File: src/rtl/reload_timer_pkg.sv
package reload_timer_pkg;
  localparam int unsigned OFS_CTRL   = 'h00;
  localparam int unsigned OFS_COUNT  = 'h04;
  localparam int unsigned OFS_LOAD   = 'h08;
  localparam int unsigned OFS_STATUS = 'h0C;
  localparam int unsigned OFS_ENABLE = 'h10;
  localparam int unsigned OFS_PEND   = 'h14;

  localparam int unsigned NUM_POSTED = 3;
  localparam int unsigned IDX_CTRL   = 0;
  localparam int unsigned IDX_COUNT  = 1;
  localparam int unsigned IDX_LOAD   = 2;

  typedef struct packed {
    logic applyCtrl;
    logic applyCount;
    logic applyLoad;
  } tmrStrobe_t;
endpackage

File: src/rtl/reload_timer_ctrl.sv
module reload_timer_ctrl
  import reload_timer_pkg::*;
#(
  parameter int DATA_W     = 32,
  parameter int ADDR_W     = 5,
  parameter int POST_DELAY = 3
) (
  input  logic              clk,
  input  logic              rstN,
  input  logic              postedMode,
  input  logic [ADDR_W-1:0] busAddr,
  input  logic              busWrEn,
  input  logic [DATA_W-1:0] busWrData,
  output logic [DATA_W-1:0] busRdData,
  output logic              irq,
  output tmrStrobe_t        strobe,
  output logic [1:0]        ctrlData,
  output logic [DATA_W-1:0] countData,
  output logic [DATA_W-1:0] loadData,
  input  logic              ovfPulse,
  input  logic [1:0]        ctrlBits,
  input  logic [DATA_W-1:0] countVal,
  input  logic [DATA_W-1:0] loadVal
);
  localparam int CNT_W = $clog2(POST_DELAY + 1);

  logic [NUM_POSTED-1:0] wrSel;
  logic [NUM_POSTED-1:0] applyVec;
  logic [NUM_POSTED-1:0] pending;
  logic [DATA_W-1:0]     applyData [NUM_POSTED];
  logic                  ovfStatus;
  logic                  ovfEnable;

  assign wrSel[IDX_CTRL]  = busWrEn && (busAddr == ADDR_W'(OFS_CTRL));
  assign wrSel[IDX_COUNT] = busWrEn && (busAddr == ADDR_W'(OFS_COUNT));
  assign wrSel[IDX_LOAD]  = busWrEn && (busAddr == ADDR_W'(OFS_LOAD));

  for (genvar i = 0; i < NUM_POSTED; i++) begin : gPost
    logic [DATA_W-1:0] holdData;
    logic [CNT_W-1:0]  holdCnt;

    always_ff @(posedge clk) begin
      if (!rstN) begin
        holdData <= '0;
        holdCnt  <= '0;
      end else if (postedMode && wrSel[i]) begin
        holdData <= busWrData;
        holdCnt  <= CNT_W'(POST_DELAY);
      end else if (holdCnt != '0) begin
        holdCnt <= holdCnt - 1'b1;
      end
    end

    assign pending[i]   = (holdCnt != '0);
    assign applyVec[i]  = postedMode ? (holdCnt == CNT_W'(1) && !wrSel[i]) : wrSel[i];
    assign applyData[i] = postedMode ? holdData : busWrData;

    // a posted write raises its pending bit
    assert_pend_set_R9: assert property (@(posedge clk) disable iff (!rstN)
      (postedMode && wrSel[i]) |=> pending[i]);
    // a rewrite while pending holds off the apply strobe
    assert_rewrite_defers_R10: assert property (@(posedge clk) disable iff (!rstN)
      (postedMode && wrSel[i]) |=> !applyVec[i]);
  end

  assign strobe.applyCtrl  = applyVec[IDX_CTRL];
  assign strobe.applyCount = applyVec[IDX_COUNT];
  assign strobe.applyLoad  = applyVec[IDX_LOAD];
  assign ctrlData  = applyData[IDX_CTRL][1:0];
  assign countData = applyData[IDX_COUNT];
  assign loadData  = applyData[IDX_LOAD];

  always_ff @(posedge clk) begin
    if (!rstN) begin
      ovfStatus <= 1'b0;
      ovfEnable <= 1'b0;
    end else begin
      if (ovfPulse) begin
        ovfStatus <= 1'b1;
      end else if (busWrEn && busAddr == ADDR_W'(OFS_STATUS) && busWrData[0]) begin
        ovfStatus <= 1'b0;
      end
      if (busWrEn && busAddr == ADDR_W'(OFS_ENABLE)) begin
        ovfEnable <= busWrData[0];
      end
    end
  end

  assign irq = ovfStatus & ovfEnable;

  always_comb begin
    busRdData = '0;
    case (busAddr)
      ADDR_W'(OFS_CTRL):   busRdData = DATA_W'(ctrlBits);
      ADDR_W'(OFS_COUNT):  busRdData = countVal;
      ADDR_W'(OFS_LOAD):   busRdData = loadVal;
      ADDR_W'(OFS_STATUS): busRdData = DATA_W'(ovfStatus);
      ADDR_W'(OFS_ENABLE): busRdData = DATA_W'(ovfEnable);
      ADDR_W'(OFS_PEND):   busRdData = DATA_W'(pending);
      default:             busRdData = '0;
    endcase
  end

  // an overflow always leaves the status flag set
  assert_status_set_R5: assert property (@(posedge clk) disable iff (!rstN)
    ovfPulse |=> ovfStatus);
  // the interrupt line never rises without the enable bit
  assert_irq_gated_R6: assert property (@(posedge clk) disable iff (!rstN)
    irq |-> (ovfEnable && ovfStatus));
  // non-posted writes never leave anything pending
  assert_no_pend_direct_R8: assert property (@(posedge clk) disable iff (!rstN)
    (!postedMode && $past(!postedMode) && !$past(pending[IDX_LOAD])) |-> !pending[IDX_LOAD]);
endmodule

File: src/rtl/reload_timer_datapath.sv
module reload_timer_datapath
  import reload_timer_pkg::*;
#(
  parameter int DATA_W = 32
) (
  input  logic              clk,
  input  logic              rstN,
  input  tmrStrobe_t        strobe,
  input  logic [1:0]        ctrlData,
  input  logic [DATA_W-1:0] countData,
  input  logic [DATA_W-1:0] loadData,
  output logic              ovfPulse,
  output logic [1:0]        ctrlBits,
  output logic [DATA_W-1:0] countVal,
  output logic [DATA_W-1:0] loadVal
);
  logic runBit;
  logic reloadBit;

  assign ctrlBits = {reloadBit, runBit};
  assign ovfPulse = runBit && (countVal == '1);

  always_ff @(posedge clk) begin
    if (!rstN) begin
      runBit    <= 1'b0;
      reloadBit <= 1'b0;
    end else if (strobe.applyCtrl) begin
      runBit    <= ctrlData[0];
      reloadBit <= ctrlData[1];
    end else if (ovfPulse && !reloadBit) begin
      runBit <= 1'b0;
    end
  end

  always_ff @(posedge clk) begin
    if (!rstN) begin
      countVal <= '0;
    end else if (strobe.applyCount) begin
      countVal <= countData;
    end else if (ovfPulse) begin
      countVal <= reloadBit ? loadVal : '0;
    end else if (runBit) begin
      countVal <= countVal + 1'b1;
    end
  end

  always_ff @(posedge clk) begin
    if (!rstN) begin
      loadVal <= '0;
    end else if (strobe.applyLoad) begin
      loadVal <= loadData;
    end
  end

  // a running counter steps by exactly one
  assert_step_R2: assert property (@(posedge clk) disable iff (!rstN)
    (runBit && !ovfPulse && !strobe.applyCount) |=> countVal == $past(countVal) + 1'b1);
  // one-shot overflow stops and zeroes the counter
  assert_oneshot_stop_R3: assert property (@(posedge clk) disable iff (!rstN)
    (ovfPulse && !reloadBit && !strobe.applyCtrl && !strobe.applyCount) |=> (!runBit && countVal == '0));
  // periodic overflow reloads and keeps running
  assert_reload_R4: assert property (@(posedge clk) disable iff (!rstN)
    (ovfPulse && reloadBit && !strobe.applyCtrl && !strobe.applyCount) |=> (runBit && countVal == $past(loadVal)));
  // a stopped counter holds its value
  assert_hold_R7: assert property (@(posedge clk) disable iff (!rstN)
    (!runBit && !strobe.applyCount) |=> $stable(countVal));
endmodule

File: src/rtl/reload_timer.sv
module reload_timer
  import reload_timer_pkg::*;
#(
  parameter int DATA_W     = 32,
  parameter int ADDR_W     = 5,
  parameter int POST_DELAY = 3
) (
  input  logic              clk,
  input  logic              rstN,
  input  logic              postedMode,
  input  logic [ADDR_W-1:0] busAddr,
  input  logic              busWrEn,
  input  logic [DATA_W-1:0] busWrData,
  output logic [DATA_W-1:0] busRdData,
  output logic              irq
);
  tmrStrobe_t        strobe;
  logic [1:0]        ctrlData;
  logic [DATA_W-1:0] countData;
  logic [DATA_W-1:0] loadData;
  logic              ovfPulse;
  logic [1:0]        ctrlBits;
  logic [DATA_W-1:0] countVal;
  logic [DATA_W-1:0] loadVal;

  reload_timer_ctrl #(
    .DATA_W(DATA_W), .ADDR_W(ADDR_W), .POST_DELAY(POST_DELAY)
  ) uCtrl (
    .clk(clk), .rstN(rstN), .postedMode(postedMode),
    .busAddr(busAddr), .busWrEn(busWrEn), .busWrData(busWrData),
    .busRdData(busRdData), .irq(irq),
    .strobe(strobe), .ctrlData(ctrlData), .countData(countData), .loadData(loadData),
    .ovfPulse(ovfPulse), .ctrlBits(ctrlBits), .countVal(countVal), .loadVal(loadVal)
  );

  reload_timer_datapath #(
    .DATA_W(DATA_W)
  ) uData (
    .clk(clk), .rstN(rstN),
    .strobe(strobe), .ctrlData(ctrlData), .countData(countData), .loadData(loadData),
    .ovfPulse(ovfPulse), .ctrlBits(ctrlBits), .countVal(countVal), .loadVal(loadVal)
  );
endmodule

File: config.mk
export PLATFORM = sky130hd
export DESIGN_NAME = reload_timer
export DESIGN_NICKNAME = d
export VERILOG_FILES = /design/src/rtl/reload_timer_pkg.sv /design/src/rtl/reload_timer_ctrl.sv /design/src/rtl/reload_timer_datapath.sv /design/src/rtl/reload_timer.sv
export SDC_FILE = /design/constraint.sdc
export NUM_CORES = 1
export LEC_CHECK = 0
export BUFFER_PORTS_ARGS = -buffer_cell sky130_fd_sc_hd__buf_2
export CORE_UTILIZATION = 45
export DETAILED_ROUTE_END_ITERATION = 8
export PLACE_DENSITY_LB_ADDON = 0.08
export SLEW_MARGIN = 10
export SYNTH_ARGS = -nofsm -noshare
export SYNTH_HDL_FRONTEND = slang
export SYNTH_SLANG_ARGS = --single-unit
File: constraint.sdc
create_clock -name clk -period 2.6 [get_ports clk]
set_clock_uncertainty 0.15 [all_clocks]
set_input_delay 0.52 -clock clk [delete_from_list [all_inputs] [get_ports clk]]
set_output_delay 0.52 -clock clk [all_outputs]
set_load 0.05 [all_outputs]
==> results of run 1 <==
==> state kept, by name, summed over array words and instances, names as in the netlist <==
signal	cells
uData.reloadBit	1
uCtrl.ovfEnable	1
uCtrl.gPost.holdData	66
uCtrl.gPost.holdCnt	6
uData.loadVal	32
uData.countVal	32
uData.runBit	1
uCtrl.ovfStatus	1
==> power groups by stage <==
| stage | clock network (mW) | logic [mW] | registers [mW] |
|---|---|---|---|
| 2_1_floorplan | 0 | 0.868 | 2.55 |
| 3_3_place_gp | 0 | 1.21 | 2.65 |
| 3_5_place_dp | 0 | 1.22 | 2.65 |
| 4_1_cts | 2.38 | 1.23 | 2.60 |
| 5_1_grt | 2.47 | 1.35 | 2.63 |
| 6_report | 2.34 | 1.25 | 2.61 |
==> stage by stage <==
stage           util  setup TNS, ns  hold slack (ns)
2_1_floorplan      -              0            0.285
3_3_place_gp   0.514              0            0.292
3_5_place_dp   0.514              0            0.299
4_1_cts        0.548              0            0.183
5_1_grt        0.549        -0.0462            0.188
6_report       0.549              0            0.193
==> final cells by class <==
type	instances	area share
Timing Repair Buffer	126	0.0974
Sequential cell	140	0.304
Inverter	13	0.00529
Tap cell	220	0.0298
Clock inverter	12	0.0113
Multi-Input combinational cell	716	0.502
Clock buffer	20	0.0506
==> path summary, 6_finish.rpt <==
check	to	depth (start not counted)
worst max-delay path	busRdData[15]	6
worst min register to register	uCtrl.gPost[1].holdData[3]$_SDFFE_PN0P_	2
worst min-delay path	uCtrl.gPost[1].holdData[6]$_SDFFE_PN0P_	3
worst max register to register	uData.countVal[31]$_SDFFE_PN0P_	8
==> worst register-to-register path: stages, from the launching register on <==
cell and delay [ns]:
dfxtp_1 0.34, ha_1 0.22, nand3_2 0.14, buf_4 0.19
or2_4 0.27, nor4_4 0.33, buf_12 0.21, a211oi_1 0.11
a221oi_2 0.24
==> logic make-up (layout without fill, tap and decap cells) <==
family                     Yosys count  count (layout)  synth area share
AOI/OAI and AO/OA                  291             291             0.270
xor gates and xnor gates            25              25            0.0280
buffers and inverters               90             171            0.0567
DFF                                140             140             0.358
and+or+nand+nor                    359             359             0.230
muxes                               34              34            0.0465
adders and majority gates            7               7            0.0112
==> metal layers <==
| metal | track usage | vias up | share of wire |
|---|---|---|---|
| met5 | 0 | - | 0 |
| met1 | 0.420 | 3295 | 0.53 |
| met3 | 0.0420 | 18 | 0.059 |
| li1 | - | 3494 | - |
| met4 | 0.0726 | 0 | 0.0083 |
| met2 | 0.362 | 241 | 0.40 |
==> repair_timing <==
action / in CTS / in global routing
setup endpoints to repair: 0 / 2
hold buffers: 0 / 0
resized for setup: 0 / 3
==> synth_stat cells, drive strengths merged, types with 4 or more instances <==
library cell and instances:
nor2b 32, o21ai 28, xor2 12, and2 9, a21boi 70, nor4 4
nand2 215, o311ai 11, nand3b 10, ha 7, a21oi 79, nand3 20
and4 6, nor2 21, inv 13, nor3 8, o2bb2ai 10, mux2i 28
dfxtp 140, a31oi 6, a22o 30, buf 30, clkbuf 47, nand4 15
mux2 6, xnor2 13, and3 7, o211a 33
==> metrics.cfg, run 1 <==
[timing]
hold_violations = 0
timing.fmax_mhz = 392
finalCritPeriodShare = 0.981
setup_ws_ns = 0.0504
finalMaxSlewViolations = 0
worst_pin_slew_ns = 0.510
setup_viol = 0
min_period_ns = 2.55
slew-limit-headroom = 0.660

[clocking]
cts_setup_buffers = 0
cts-buffers-inserted = 17
clockRootBuffer = clkbuf_16
cts_max_level = 4
clkSlewWorstSetupHoldPaths_ns = 0.06
insertion_delay_ns = 0.43
cts_tree = done
cts.sinks = 140
cts_max_path_buffers = 2

[yosys]
async_flop_share = 0
ys_seq_area_frac = 0.358
synth_flop_cell = dfxtp_1
syn_nets = 994
synth_top_cells_by_area = dfxtp_1 (36%), nand2_1 (10%), a21boi_0 (6.2%)
synth_cells = 946
yosysTopAreaCell = dfxtp_1
yosysWarnings = 0
netlist_area_sq_mm = 0.00783
yosys_register_bits = 140
synth.distinct_cells = 68
syn_area_per_cell_sq_um = 8.28
synth-edff-count = 0
synth_top_area_frac = 0.358

[placement]
dp_cells = 1215
pre_cts_ws_ns = 0.0667
place_congestion = 0.921
dp_hpwl_microns = 16400
place_area_sq_mm = 0.00865
io_buffers = 73

[routing]
post_drt_wl_per_cell_microns = 18.9
drt_first_iter_violations = 562
drc_errors = 0
first_pass_iters = 5
antenna_left = 0
vias = 7048
routed_via_density = 5.65
wl_microns = 23500

[power_and_ir_drop]
p_seq_frac = 0.422
p_int_mw = 4.22
combPwrFrac = 0.201
power_density_mw_per_mm2 = 672
power_mw = 6.20
p_leak_nw = 3.82
power_frac_clock = 0.378
swShare = 0.319
p_sw_mw = 1.97
ir_drop_mv = 0.449

[floorplanning]
chipHeight_microns = 134
io_pins = 74
die_w_microns = 134
die-area_sq_mm = 0.0179
std_cell_rows = 47
initial_utilization = 0.466
core-area_sq_mm = 0.0168

[setup_path]
slowest_stage = or3b_4
path_cells = buf_2 > or3b_4 > nor2_2 > buf_12 > a22o_2 > buf_2
rr_startpoint = uData.countVal[0]$_SDFFE_PN0P_
end_kind = output pin
crit_start = busAddr[1]
cp_top_family = buffers and inverters
cp_max_fo = 32
worstSetupStartpointType = primary input
worst_path_largest_cell_delay_ns = 0.44
cp.buffers_inverters = 3
critical_path_required_ns = 1.93
critPathKind = in2out
cp_common_cell = buf_2
arrival_ns = 1.88
reg2reg_slack_ns = 0.32

[finish]
layout_common_cells = nand2_1 (214), dfxtp_1 (140), a21oi_1 (77), buf_2 (69), a21boi_0 (65)
n_fill_cell = 1649
drive_above_1_share = 0.216
area_growth_pct = 17.8
multi_input_area_sq_mm = 0.00463
n_antenna_cell = 0
final_common_cell = nand2_1
finish.net_count = 1062
final_cells = 1247
stdcell_area_sq_mm = 0.00923
register_area_sq_mm = 0.00280

[global_route]
gr-total-overflow = 0
grtUsageTotal = 0.266
grt_antenna_before_repair = 0
grt_start_max_net_pins = 71
grt_pass1_vias = 6163
grt_pass1_wl_microns = 36100

[min_path]
hold_path.class = in2reg
hp-start = busWrData[6]

[status]
run_status = finished clean

[run]
maxCapViolations = 0

Note: power is estimated with default switching activity, not from simulation.
==> run 2: changes to the inputs <==
--- a/config.mk
+++ b/config.mk
@@ -12,4 +12,5 @@
 export SLEW_MARGIN = 10
 export SYNTH_ARGS = -nofsm -noshare
 export SYNTH_HDL_FRONTEND = slang
+export SYNTH_HIERARCHICAL = 1
 export SYNTH_SLANG_ARGS = --single-unit
==> run 2 against run 1 <==
Effect of this change:
- clock power up 8.5%
- synthesized area down 1.5%
- final area down 1.7%
- hold slack improved by 0.0042 ns
- largest power group is now the clock network
- register-to-register slack improved by 0.03 ns
- core utilization shrank 0.36 points
- synthesized cell count rose by 1.6%
- sequential power decreased by 7%
==> metrics.cfg, run 2 <==
[status]
run_status = finished clean

[global_route]
top_usage_layer = met2
grt_pass1_wl_microns = 34500  ; -4.5%
grt_pass1_vias = 6581  ; +6.8%
grtUsageTotal = 0.246  ; -0.0195
grt_use_met3 = 0.0502  ; +0.00824
grt_util_met2 = 0.407  ; +0.0451
gr-total-overflow = 0  ; unchanged
grt_start_max_net_pins = 86  ; +21%
use_met1 = 0.327  ; -0.0928
grt_antenna_before_repair = 0  ; unchanged

[yosys]
synth_common_cells = nand2_1 (266), dfxtp_1 (140), mux2i_1 (105)
synthSimpleGateAreaFrac = 0.276  ; +0.0467
synth_top_family_by_area = simple AND/OR/NAND/NOR gates
synth_compound_area_frac = 0.121  ; -0.150
synth_top_cells_by_area = dfxtp_1 (36%), mux2i_1 (14%), nand2_1 (13%)
ys_seq_area_frac = 0.363  ; +0.00528
syn_area_per_cell_sq_um = 8.03  ; -3.0%
async_flop_share = 0  ; unchanged
synth_mux_area_frac = 0.142  ; +0.0955
synth_flop_cell = dfxtp_1
synth_xor_area_frac = 0.0295  ; +0.00155
synthAdderAreaFrac = 0.0113  ; +0.000165
synth_cells = 961  ; +1.6%
netlist_area_sq_mm = 0.00772  ; -1.5%
yosysMostFrequentCell = nand2_1
yosys_register_bits = 140  ; unchanged
syn_nets = 1009  ; +1.5%
synth-edff-count = 0  ; unchanged
synth_top_area_frac = 0.363  ; +0.00528
yosysWarnings = 6  ; +6
yosysTopAreaCell = dfxtp_1
synth.distinct_cells = 62  ; -8.8%

[timing]
whs_ns = 0.198  ; +0.00415 ns
finalCritPeriodShare = 0.953  ; -0.0274
hold_violations = 0  ; unchanged
min_period_ns = 2.48  ; -0.0713 ns
fin_setup_tns_ns = 0  ; unchanged
worst_pin_slew_ns = 0.544  ; +0.0339 ns
setup_viol = 0  ; unchanged
slew-limit-headroom = 0.634  ; -0.0254
finalMaxSlewViolations = 0  ; unchanged
timing.fmax_mhz = 404  ; +2.9%
rsz0062_at_grt = false

[routing]
first_pass_iters = 5  ; unchanged
post_drt_wl_per_cell_microns = 16.6  ; -12%
vias = 6868  ; -2.6%
drt_first_iter_violations = 470  ; -16%
wl_microns = 21000  ; -11%
antenna_left = 0  ; unchanged
routed_via_density = 5.45  ; -3.6%
drc_errors = 0  ; unchanged

[power_and_ir_drop]
p_int_mw = 4.37  ; +3.4%
swShare = 0.280  ; -0.0389
combPwrFrac = 0.177  ; -0.024
p_sw_mw = 1.70  ; -14%
power_frac_clock = 0.420  ; +0.042
ir_drop_mv = 0.524  ; +17%
power_density_mw_per_mm2 = 668  ; -0.51%
p_leak_nw = 3.96  ; +3.6%
power_mw = 6.06  ; -2.2%
p_seq_frac = 0.403  ; -0.019

[placement]
dp_cells = 1230  ; +1.2%
io_buffers = 73  ; unchanged
dp_hpwl_microns = 14400  ; -12%
place_congestion = 0.809  ; -12%

[floorplanning]
die-area_sq_mm = 0.0177  ; -1.4%
std_cell_rows = 47  ; unchanged
die_w_microns = 133  ; -0.72%
chipHeight_microns = 133  ; -0.72%
initial_utilization = 0.464  ; -0.00190
core-area_sq_mm = 0.0166  ; -1.0%
io_pins = 74  ; unchanged

[setup_path]
arrival_ns = 1.81  ; -0.07 ns
path_cells = inv_1 > ha_1 > nor3b_1 > a32o_1 > a221o_1 > buf_2
critical_path_required_ns = 1.93  ; about the same
worst_path_largest_cell_delay_ns = 0.37  ; -0.07 ns
end_kind = output pin
cp_max_fo = 3  ; -91%
worstSetupStartpointType = flop
critPathKind = reg2out
slowest_stage = dfxtp_1

[clocking]
cts_max_level = 4  ; unchanged
clkSlewWorstSetupHoldPaths_ns = 0.06  ; about the same
clockRootBuffer = clkbuf_16
cts_max_path_buffers = 2  ; unchanged
cts-buffers-inserted = 17  ; unchanged
cts_tree = done
cts.sinks = 140  ; unchanged
cts_setup_buffers = 0  ; unchanged
insertion_delay_ns = 0.43  ; about the same

[finish]
area_growth_pct = 17.5
final_cells = 1261  ; +1.1%
finish.net_count = 1077  ; +1.4%
final_common_cell = nand2_1
drive_above_1_share = 0.163  ; -0.0529
n_antenna_cell = 0  ; unchanged
layout_common_cells = nand2_1 (266), dfxtp_1 (140), mux2i_1 (103), buf_2 (71), nor2_1 (50)
largest_reg_flops = 66  ; unchanged
postLayoutCoreUtil = 0.545  ; -0.00358
largestRegisters = uCtrl/gPost.holdData: 66 flops, uData/countVal: 32 flops, uData/loadVal: 32 flops
regMostFlops = uCtrl/gPost.holdData

[min_path]
hold_path.class = in2reg

[run]
maxCapViolations = 0  ; unchanged

run 2: cell types whose count changed after synthesis, sizes merged, moves of 15 or more:
cell	delta
mux2i	+77
a21boi	-65
a21oi	-54
nand2	+52
o211a	-33
nand2b	+31
nor2b	-31
nor2	+30
and3	+15
run 2: metal layers:
layer	vias up	wire [microns]	share of wire
met5	-	0	0
met4	0	206	0.0098
met3	16	779	0.037
met2	132	9940	0.47
met1	3261	10100	0.48
li1	3459	-	-
run 2: worst paths after layout:
path	startpoint	to	slack [ns]	cells past startpoint
worst max-delay path	uCtrl/gPost[1].holdCnt[0]$_SDFFE_PN0P_	busRdData[1]	0.12	6
worst min-delay path	busWrEn	uCtrl/ovfStatus$_SDFFE_PN0P_	0.20	2
worst max register to register	uData/countVal[0]$_SDFFE_PN0P_	uData/countVal[17]$_SDFFE_PN0P_	0.35	8
worst min register to register	uCtrl/gPost[1].holdData[9]$_SDFFE_PN0P_	uCtrl/gPost[1].holdData[9]$_SDFFE_PN0P_	0.31	2
run 2: what timing repair did:
item	in CTS	in global routing
hold buffers	0	0
endpoints found under the hold margin	0	0
setup endpoints to repair	0	2
gates resized for setup	0	2
run 2: metrics by stage:
stage | instance area, sq um | setup WS (ns)
floorplan | 7720 | 0.137
global placement | 8460 | 0.0942
detailed placement | 8460 | 0.0825
CTS | 9060 | 0.0824
global route | 9070 | 0.00654
finish | 9070 | 0.122
run 2: layout make-up:
class                   instances  area [sq um]
well taps                     220           275
repair buffers                120           823
multi-input cells             736          4510
clock inverters                12           173
fillers                      1605          7570
clock buffers                  19           433
inverters                      14          57.6
flip-flops and latches        140          2800
run 2: cells by family after synthesis:
logic type	after synthesis
adder cells (fa/ha/maj)	7
flip-flops	140
multiplexers	108
buffers and inverters	85
XOR/XNOR	26
AO/OA/AOI/OAI	135
AND/OR/NAND/NOR	460
run 2: power by group through the flow:
stage	combinational, mW	clock (mW)	sequential, mW
global placement	1.06	0	2.49
finish	1.08	2.54	2.44
CTS	1.07	2.58	2.44
detailed placement	1.07	0	2.49
global route	1.20	2.66	2.46
floorplan	0.766	0	2.44
run 2: critical path: cells and delay by family (launching register included):
kind	cells	cell delay, ns
AOI/OAI and AO/OA	2	0.27
and+or+nand+nor	1	0.19
buffers and inverters	2	0.32
DFF	1	0.37
adders and majority gates	1	0.24
==> run 3: changes to the inputs <==
--- a/config.mk
+++ b/config.mk
@@ -5,9 +5,9 @@
 export SDC_FILE = /design/constraint.sdc
 export NUM_CORES = 1
 export LEC_CHECK = 0
-export BUFFER_PORTS_ARGS = -buffer_cell sky130_fd_sc_hd__buf_2
-export CORE_UTILIZATION = 45
+export CORE_UTILIZATION = 59
 export DETAILED_ROUTE_END_ITERATION = 8
+export DONT_BUFFER_PORTS = 1
 export PLACE_DENSITY_LB_ADDON = 0.08
 export SLEW_MARGIN = 10
 export SYNTH_ARGS = -nofsm -noshare
==> run 3 against run 2 <==
Effect of this change:
- non-clock buffer count is 64 lower
- setup slack lost 0.041 ns
- hold slack worse by 0.16 ns
- first-iteration DRC count did not move
- critical path depth unchanged
- final cell count fell by 9.0%
- core utilization increased by 17 points
- sequential power hardly changed
- die area down 23%
- clock power shrank 2%
- highest routed layer unchanged
==> metrics.cfg, run 3 (synthesis results as in run 2) <==
[placement]
io_buffers = 0  ; -100%
dp_hpwl_microns = 13300  ; -7.5%
place_congestion = 0.842  ; +4.1%
dp_cells = 1118  ; -9.1%

[finish]
finish.net_count = 1013  ; -5.9%
drive_above_1_share = 0.108  ; -0.0557
largestRegisters = uCtrl/gPost.holdData: 66 flops, uData/countVal: 32 flops, uData/loadVal: 32 flops
regMostFlops = uCtrl/gPost.holdData
final_common_cell = nand2_1
final_cells = 1148  ; -9.0%
layout_common_cells = nand2_1 (266), dfxtp_1 (140), mux2i_1 (103), nor2_1 (50)
area_growth_pct = 16.8
n_antenna_cell = 0  ; unchanged
largest_reg_flops = 66  ; unchanged

[power_and_ir_drop]
power_density_mw_per_mm2 = 653  ; -2.3%
p_leak_nw = 3.73  ; -5.8%
ir_drop_mv = 0.459  ; -12%

[clocking]
cts_setup_buffers = 0  ; unchanged
ctsResizeCount = 0  ; unchanged
cts_max_path_buffers = 2  ; unchanged
clockRootBuffer = clkbuf_16
cts.sinks = 140  ; unchanged
cts_tree = done
insertion_delay_ns = 0.42  ; about the same
ctsHoldBuffers = 0  ; unchanged
clkSlewWorstSetupHoldPaths_ns = 0.06  ; about the same
cts_max_level = 4  ; unchanged
cts-buffers-inserted = 17  ; unchanged

[global_route]
grtUsageTotal = 0.313  ; +0.0667
gr-total-overflow = 0  ; unchanged
grt_pass1_vias = 6713  ; +2.0%
grt_antenna_before_repair = 0  ; unchanged
grt_start_max_net_pins = 132  ; +53%
grt_pass1_wl_microns = 32700  ; -5.2%

[setup_path]
worstReg2RegEnd = uData/countVal[20]$_SDFFE_PN0P_
cp.buffers_inverters = 2  ; unchanged
critical_path_required_ns = 1.93  ; about the same
worst_path_largest_cell_delay_ns = 0.32  ; -0.05 ns
reg2reg_depth = 8  ; unchanged
rr_startpoint = uData/countVal[0]$_SDFFE_PN0P_
critPathKind = reg2out
cp_top_family = compound AO/OA/AOI/OAI gates
worstSetupStartpointType = flop
slowest_stage = a221o_1
arrival_ns = 1.85  ; +0.04 ns
path_cells = inv_1 > ha_1 > nor3b_1 > a32o_1 > a221o_1 > buf_12
reg2reg_slack_ns = 0.23  ; -0.12 ns
cp_max_fo = 3  ; unchanged
end_kind = output pin

[timing]
worst_pin_slew_ns = 0.573  ; +0.0290 ns
finalMaxSlewViolations = 0  ; unchanged
setup_viol = 0  ; unchanged
slew-limit-headroom = 0.617  ; -0.0170
rsz0062_at_grt = false
timing.fmax_mhz = 397  ; -1.6%
hold_violations = 0  ; unchanged
min_period_ns = 2.52  ; +0.0406 ns
fin_setup_tns_ns = 0  ; unchanged
finalCritPeriodShare = 0.969  ; +0.0156

[routing]
post_drt_wl_per_cell_microns = 17.7  ; +6.2%
antenna_left = 0  ; unchanged
wl_microns = 20300  ; -3.3%
vias = 6836  ; -0.47%
routed_via_density = 5.95  ; +9.3%
first_pass_iters = 5  ; unchanged
drc_errors = 0  ; unchanged
drt_first_iter_violations = 470  ; unchanged

[floorplanning]
std_cell_rows = 41  ; -13%
io_pins = 74  ; unchanged
core-area_sq_mm = 0.0127  ; -24%
die_w_microns = 116  ; -12%
chipHeight_microns = 116  ; -12%
initial_utilization = 0.609  ; +0.145
die-area_sq_mm = 0.0135  ; -23%

[min_path]
hp-start = busWrEn
hold_path.class = in2reg
min_path_cells = 1  ; -1
min_to = uCtrl/ovfStatus$_SDFFE_PN0P_

[status]
run_status = finished clean

[run]
maxCapViolations = 0  ; unchanged

## run 3: changes by cell type in the layout (fill, tap and decap cells not counted), sizes merged
cell / delta
buf: -64
bufinv: -1
clkbuf: +1
clkinv: -3
clkinvlp: +1
inv: +1
## run 3: how the worst max path moves through the flow
stage                                           startpoint                              end  slack [ns]  depth (start not counted)
floorplan                                       busAddr[3]                     busRdData[0]        0.14                          4
global placement                                busAddr[1]  uData/countVal[23]$_SDFFE_PN0P_        0.14                          8
detailed placement                              busAddr[1]  uData/countVal[20]$_SDFFE_PN0P_        0.11                          7
CTS                 uCtrl/gPost[1].holdCnt[1]$_SDFFE_PN0P_                     busRdData[1]        0.07                          6
global route        uCtrl/gPost[1].holdCnt[1]$_SDFFE_PN0P_                     busRdData[1]        0.02                          6
finish              uCtrl/gPost[1].holdCnt[1]$_SDFFE_PN0P_                     busRdData[1]        0.08                          6
## run 3: stage by stage
| step | utilization | hold slack (ns) | cell area [sq um] | setup WS (ns) | total power, mW |
|---|---|---|---|---|---|
| CTS | 0.712 | 0.0254 | 9020 | 0.0731 | 5.91 |
| floorplan | - | 0.285 | 7720 | 0.137 | 3.21 |
| global route | 0.712 | 0.0278 | 9020 | 0.0159 | 6.12 |
| detailed placement | 0.664 | 0.299 | 8410 | 0.113 | 3.42 |
| finish | 0.712 | 0.0408 | 9020 | 0.0811 | 5.88 |
| global placement | 0.664 | 0.293 | 8410 | 0.141 | 3.36 |
## run 3: report_power, final
part           switching [mW]  total, mW  internal [mW]
clock                   0.926       2.50           1.57
combinational           0.512      0.944          0.432
sequential              0.149       2.44           2.29
## run 3: area by class of cell
| cell class | count | area, sq um |
|---|---|---|
| Tap cell | 172 | 215 |
| Fill cell | 1017 | 3650 |
| Multi-Input combinational cell | 736 | 4500 |
| Clock inverter | 10 | 140 |
| Inverter | 14 | 57.6 |
| Clock buffer | 20 | 467 |
| Timing Repair Buffer | 56 | 833 |
| Sequential cell | 140 | 2800 |
## run 3: metal layers
layer  vias up  part of all wire  track usage
li1       3329                 -            -
met1      3267              0.42        0.361
met2       199              0.50        0.554
met3        41             0.053       0.0675
met4         0             0.026        0.141
met5         -                 0            0
